[src/rtl/ld_pkg.sv]
package ld_pkg;

  // Width threshold in system clocks for a given select bit.
  function automatic int ld_width_limit(input logic sel, input int lo, input int hi);
    return sel ? hi : lo;
  endfunction

  // Consecutive narrow periods needed for lock: base times four per select step.
  function automatic int ld_count_target(input logic [1:0] sel, input int base);
    return base << (2 * int'(sel));
  endfunction

  function automatic int ld_max2(input int a, input int b);
    return (a > b) ? a : b;
  endfunction

endpackage

[src/rtl/ld_width_meter.sv]
module ld_width_meter #(
  parameter int WID_W = 4
) (
  input  logic             clk,
  input  logic             rst_n,
  input  logic             clear,
  input  logic             pd_up,
  input  logic             pd_dn,
  input  logic             ref_tick,
  output logic [WID_W-1:0] cyc_width
);

  localparam logic [WID_W-1:0] WID_SAT = {WID_W{1'b1}};

  logic             pulse [2];
  logic [WID_W-1:0] ch_total [2];

  assign pulse[0] = pd_up;
  assign pulse[1] = pd_dn;

  for (genvar ch = 0; ch < 2; ch++) begin : g_chan
    logic [WID_W-1:0] acc_q;
    logic [WID_W-1:0] acc_inc;

    // Saturating total of high clocks, including the current clock.
    assign acc_inc      = (acc_q == WID_SAT) ? acc_q : acc_q + 1'b1;
    assign ch_total[ch] = pulse[ch] ? acc_inc : acc_q;

    always_ff @(posedge clk or negedge rst_n) begin
      if (!rst_n)                 acc_q <= '0;
      else if (clear || ref_tick) acc_q <= '0;
      else                        acc_q <= ch_total[ch];
    end

    AST_METER_RESTART: assert property (@(posedge clk) disable iff (!rst_n)
      ref_tick |=> (acc_q == '0));
  end

  assign cyc_width = (ch_total[0] > ch_total[1]) ? ch_total[0] : ch_total[1];

endmodule

[src/rtl/ld_run_counter.sv]
module ld_run_counter #(
  parameter int CNT_W   = 13,
  parameter int CNT_SAT = 4096
) (
  input  logic             clk,
  input  logic             rst_n,
  input  logic             clear,
  input  logic             cyc_done,
  input  logic             cyc_narrow,
  output logic [CNT_W-1:0] run_count,
  output logic [CNT_W-1:0] run_count_d
);

  localparam logic [CNT_W-1:0] SAT_V = CNT_W'(CNT_SAT);

  always_comb begin
    run_count_d = run_count;
    if (clear)
      run_count_d = '0;
    else if (cyc_done) begin
      if (!cyc_narrow)             run_count_d = '0;
      else if (run_count != SAT_V) run_count_d = run_count + 1'b1;
    end
  end

  always_ff @(posedge clk or negedge rst_n) begin
    if (!rst_n) run_count <= '0;
    else        run_count <= run_count_d;
  end

  AST_WIDE_RESTART: assert property (@(posedge clk) disable iff (!rst_n)
    (cyc_done && !cyc_narrow) |=> (run_count == '0));

  AST_CLEAR_RESTART: assert property (@(posedge clk) disable iff (!rst_n)
    clear |=> (run_count == '0));

  AST_RUN_STEP: assert property (@(posedge clk) disable iff (!rst_n)
    (cyc_done && cyc_narrow && !clear && run_count < SAT_V)
      |=> (run_count == $past(run_count) + 1'b1));

  AST_RUN_BOUNDED: assert property (@(posedge clk) disable iff (!rst_n)
    run_count <= SAT_V);

endmodule

[src/rtl/ld_lock_flag.sv]
module ld_lock_flag #(
  parameter int CNT_W = 13
) (
  input  logic             clk,
  input  logic             rst_n,
  input  logic             clear,
  input  logic             cyc_done,
  input  logic             cyc_narrow,
  input  logic [CNT_W-1:0] run_count_d,
  input  logic [CNT_W-1:0] target,
  output logic             lock_flag
);

  logic flag_d;

  always_comb begin
    flag_d = lock_flag;
    if (clear)         flag_d = 1'b0;
    else if (cyc_done) flag_d = cyc_narrow && (run_count_d >= target);
  end

  always_ff @(posedge clk or negedge rst_n) begin
    if (!rst_n) lock_flag <= 1'b0;
    else        lock_flag <= flag_d;
  end

  AST_RISE_ON_PERIOD: assert property (@(posedge clk) disable iff (!rst_n)
    $rose(lock_flag) |-> $past(cyc_done && cyc_narrow));

  AST_FLAG_HOLD: assert property (@(posedge clk) disable iff (!rst_n)
    (lock_flag && !clear && !cyc_done) |=> lock_flag);

endmodule

[src/rtl/pll_lock_detect.sv]
module pll_lock_detect #(
  parameter int THR_LO    = 4,
  parameter int THR_HI    = 8,
  parameter int TGT_BASE  = 64,
  parameter int TGT_SEL_W = 2
) (
  input  logic                 clk,
  input  logic                 rst_n,
  input  logic                 det_en,
  input  logic                 thr_sel,
  input  logic [TGT_SEL_W-1:0] tgt_sel,
  input  logic                 pd_up,
  input  logic                 pd_dn,
  input  logic                 ref_tick,
  input  logic                 acq_restart,
  output logic                 lock_flag
);
  import ld_pkg::*;

  localparam int TGT_MAX = TGT_BASE << (2 * ((1 << TGT_SEL_W) - 1));
  localparam int CNT_W   = $clog2(TGT_MAX + 1);
  localparam int THR_MAX = (THR_HI > THR_LO) ? THR_HI : THR_LO;
  localparam int WID_W   = $clog2(THR_MAX + 1);

  // Named internal events.
  logic             meter_clear;
  logic             cyc_done;
  logic             cyc_narrow;
  logic [WID_W-1:0] cyc_width;
  logic [WID_W-1:0] width_limit;
  logic [CNT_W-1:0] target;
  logic [CNT_W-1:0] run_count;
  logic [CNT_W-1:0] run_count_d;

  assign meter_clear = !det_en || acq_restart;
  assign cyc_done    = ref_tick && !meter_clear;
  assign width_limit = WID_W'(ld_width_limit(thr_sel, THR_LO, THR_HI));
  assign target      = CNT_W'(ld_count_target(2'(tgt_sel), TGT_BASE));
  assign cyc_narrow  = cyc_width < width_limit;

  ld_width_meter #(.WID_W(WID_W)) u_meter (
    .clk       (clk),
    .rst_n     (rst_n),
    .clear     (meter_clear),
    .pd_up     (pd_up),
    .pd_dn     (pd_dn),
    .ref_tick  (ref_tick),
    .cyc_width (cyc_width)
  );

  ld_run_counter #(.CNT_W(CNT_W), .CNT_SAT(TGT_MAX)) u_run (
    .clk         (clk),
    .rst_n       (rst_n),
    .clear       (meter_clear),
    .cyc_done    (cyc_done),
    .cyc_narrow  (cyc_narrow),
    .run_count   (run_count),
    .run_count_d (run_count_d)
  );

  ld_lock_flag #(.CNT_W(CNT_W)) u_flag (
    .clk         (clk),
    .rst_n       (rst_n),
    .clear       (meter_clear),
    .cyc_done    (cyc_done),
    .cyc_narrow  (cyc_narrow),
    .run_count_d (run_count_d),
    .target      (target),
    .lock_flag   (lock_flag)
  );

  AST_ACQ_DROPS: assert property (@(posedge clk) disable iff (!rst_n)
    acq_restart |=> !lock_flag);

  AST_OFF_LOW: assert property (@(posedge clk) disable iff (!rst_n)
    !det_en |=> !lock_flag);

  AST_RISE_ON_TICK: assert property (@(posedge clk) disable iff (!rst_n)
    $rose(lock_flag) |-> $past(ref_tick && det_en && !acq_restart));

  AST_WIDE_DROPS: assert property (@(posedge clk) disable iff (!rst_n)
    (cyc_done && !cyc_narrow) |=> !lock_flag);

endmodule

[config.mk]
export PLATFORM = sky130hd
export DESIGN_NAME = pll_lock_detect
export DESIGN_NICKNAME = d
export VERILOG_FILES = /design/src/rtl/ld_pkg.sv /design/src/rtl/ld_width_meter.sv /design/src/rtl/ld_run_counter.sv /design/src/rtl/ld_lock_flag.sv /design/src/rtl/pll_lock_detect.sv
export SDC_FILE = /design/constraint.sdc
export NUM_CORES = 1
export LEC_CHECK = 0
export BUFFER_PORTS_ARGS = -buffer_cell sky130_fd_sc_hd__buf_2
export CORE_UTILIZATION = 59
export CTS_CLUSTER_DIAMETER = 120
export DETAILED_ROUTE_END_ITERATION = 6
export GPL_TIMING_DRIVEN = 0
export PLACE_DENSITY = 0.78
export SKIP_CTS_REPAIR_TIMING = 1
export SYNTH_ARGS = -nofsm -noshare
export SYNTH_HDL_FRONTEND = slang
export SYNTH_SLANG_ARGS = --single-unit
[constraint.sdc]
create_clock -name clk -period 4.81 [get_ports clk]
set_input_delay 0 -clock clk [delete_from_list [all_inputs] [get_ports clk]]
set_output_delay 0 -clock clk [all_outputs]
set_load 0.05 [all_outputs]
==> out/metrics.yaml <==
synth:
  synthCells: 161
  synth_compound_area_share_pct: 9.74
  synth_largest_area_cell: "dfrtp_1"
  muxShareOfSynthArea_pct: 4.96
  synth_top_area_share_pct: 37.6
  synthFlopType: "dfrtp_1"
  synth-simple-area-share_pct: 27.1
  synth_top_family_by_area: "simple AND/OR/NAND/NOR gates"
  yosys.area_share.adder_pct: 11.1
  avgSynthCellArea_um2: 9.09
  syn_area_um2: 1460
  yosysSeqAreaShare_pct: 37.6
  synth_edf_count: 0
  ys_top_cells_by_count: "22 x dfrtp_1, 22 x nor2_1, 13 x ha_1"
  synth-seq-cells: 22
  synth_cell_types: 36
  synth_xor_area_share_pct: 7.18
  ys_warn_count: 0
  syn_nets: 184
  async_flop_share_pct: 100
  synthTopCellsByArea: "dfrtp_1 38%, ha_1 11%, nor2_1 5.6%, xnor2_1 3.6%, xor2_1 3.6%"
global_route:
  antenna_found_initial: 0
  grt_max_degree: 23
  grt_pass1_vias: 1153
  grt_pass1_wl_um: 4790
  overflow: 0
  grtUsageTotal_pct: 24.7
routing:
  drcViolationCount: 0
  wl_per_cell_um: 13.8
  viasPerCell: 5.79
  firstDrtPassIters: 4
  vias: 1192
  drt_iter0_drc: 33
  ant_nets: 0
  drt_wl_total_um: 2850
sta:
  slew_viol_final: 0
  slew_headroom_pct: 67.1
  finClkSkew_ns: 0.0122
  layout_min_cycle_time_ns: 4.45
  hold_viol: 0
  setup_viol_count_final: 0
  setup-tns-final_ns: 0
  period_share_pct: 92.5
  rsz0062_at_grt: "no"
  fmax_ghz: 0.225
  tightest_slew_ns: 0.494
outcome:
  status: "complete, no violations"
critical_path:
  critPathRequiredTime_ns: 4.99
  endpoint_kind: "flop"
  worstPathMaxFanout: 10
  worstSetupPathType: "flop to flop"
  setup.worst_path.start_class: "flop"
  arrival_ns: 4.63
floorplan:
  core_um2: 2280
  ios: 11
  die_h_um: 51.8
  start_util_pct: 64.3
  die_w_um: 51.8
  dieArea_um2: 2680
  rows: 17
cts:
  cts_tree: "done"
  root_buffer: "clkbuf_4"
  cts_buffer_depth: 2
  path_clk_slew_ns: 0.13
  clkSinkCount: 22
  cts_buffers: 3
  htree_num_levels: 1
  clock_latency_ns: 0.31
layout:
  area_growth_syn_to_layout_pct: 11.0
  fin_nets: 202
  drive_gt1_share_pct: 13.5
  fill_cells: 179
  n_antenna_cell: 0
place:
  numPortBuffers: 10
  gp_congestion: 0.824
  dp_hpwl_um: 2200
power_and_ir_drop:
  worst_ir_drop_vdd_mv: 0.188
  power.total_uw: 339
  power_leakage_uw: 0.000776
  power_density_nw_per_um2: 209
worst_hold_path:
  worstHoldPathType: "input port to flop"
run:
  cap_violations: 0
-- sequential cells by signal, indices dropped and copies added (netlist names) --
name / cells
u_flag.lock_flag: 1
u_meter.g_chan.acc_q: 8
u_run.run_count: 13
-- metal layers --
layer | share of wire, % | vias to the layer above | global-route usage [%]
met3 | 3.4 | 6 | 3.80
met2 | 52 | 25 | 45.7
li1 | - | 605 | -
met4 | 1.3 | 0 | 11.3
met5 | 0 | - | 0
met1 | 43 | 556 | 27.5
-- final cells by class --
| class | count | area [um^2] | share of cell area (%) |
|---|---|---|---|
| Multi-Input combinational cell | 130 | 888 | 54.7 |
| Sequential cell | 22 | 551 | 33.9 |
| Inverter | 8 | 30.0 | 1.85 |
| Clock buffer | 4 | 36.3 | 2.23 |
| Buffer | 1 | 5.00 | 0.308 |
| Tap cell | 28 | 35.0 | 2.16 |
| Timing Repair Buffer | 13 | 80.1 | 4.93 |
-- metrics by stage --
step / util (%) / cells / instance area (um^2) / hold slack (ns) / worst slack [ns]
floorplan: - / 161 / 1460 / -0.296 / 0.729
global placement: 68.1 / 199 / 1550 / -0.0196 / 0.298
detailed placement: 68.1 / 199 / 1550 / -0.0146 / 0.0926
CTS: 69.7 / 203 / 1590 / -0.359 / 0.0414
global route: 71.4 / 206 / 1630 / 0.0447 / 0.0522
finish: 71.4 / 206 / 1630 / 0.0440 / 0.361
-- final timing paths --
kind / slack [ns] / endpoint / cells after the start / start
worst min register to register: 0.57 / u_run.run_count[5] / 2 / u_run.run_count[5]
worst max register to register: 0.36 / u_flag.lock_flag / 20 / u_meter.g_chan[0].acc_q[0]
min in group asynchronous: 0.16 / u_run.run_count[2] / 2 / rst_n
worst min-delay path: 0.04 / u_run.run_count[1] / 4 / ref_tick
max in group asynchronous: 4.29 / u_run.run_count[9] / 2 / rst_n
worst max-delay path: 0.36 / u_flag.lock_flag / 20 / u_meter.g_chan[0].acc_q[0]
-- logic make-up (layout without fill, tap and decap cells) --
kind of cell / Yosys count / in the layout
AOI/OAI and AO/OA: 22 / 22
xor gates and xnor gates: 12 / 12
adders and majority gates: 13 / 13
buffers and inverters: 9 / 26
DFF: 22 / 22
muxes: 7 / 7
and+or+nand+nor: 76 / 76
-- cell usage in the layout (no fill, tap or decap), types with 5 or more instances in the layout --
cell type  instances
and3_1             5
xor2_1             6
mux2i_1            5
inv_1              8
nor2_1            22
ha_1              13
nand3_1           10
xnor2_1            6
buf_2             10
o21ai_0            5
dfrtp_1           22
nand2b_1           5
nand2_1           11
a21oi_1            7
nor2b_1            5
-- power by group --
group | switching (uW) | leakage (uW) | total, uW | internal, uW
sequential | 1.75 | 0.000306 | 189 | 187
clock | 55.9 | 0.0000210 | 102 | 46.2
combinational | 28.5 | 0.000449 | 48.6 | 20.0
total | 86.2 | 0.000776 | 339 | 253
-- critical path: stages, from the launching register on --
cell and delay (ns):
dfrtp_1 0.41, ha_1 0.21, nand3_1 0.09, nand2_1 0.10, mux2_2 0.35, ha_1 0.29, nor2b_1 0.13, o211ai_1 0.10
a21oi_2 0.25, mux2i_1 0.23, ha_1 0.26, o21ai_0 0.12, nand2_1 0.12, inv_1 0.07, nor3_2 0.24, clkbuf_2 0.27
nor2_1 0.11, ha_1 0.30, o21a_1 0.18, o41ai_1 0.37, a21oi_1 0.13
(Power assumes the default switching activity.)
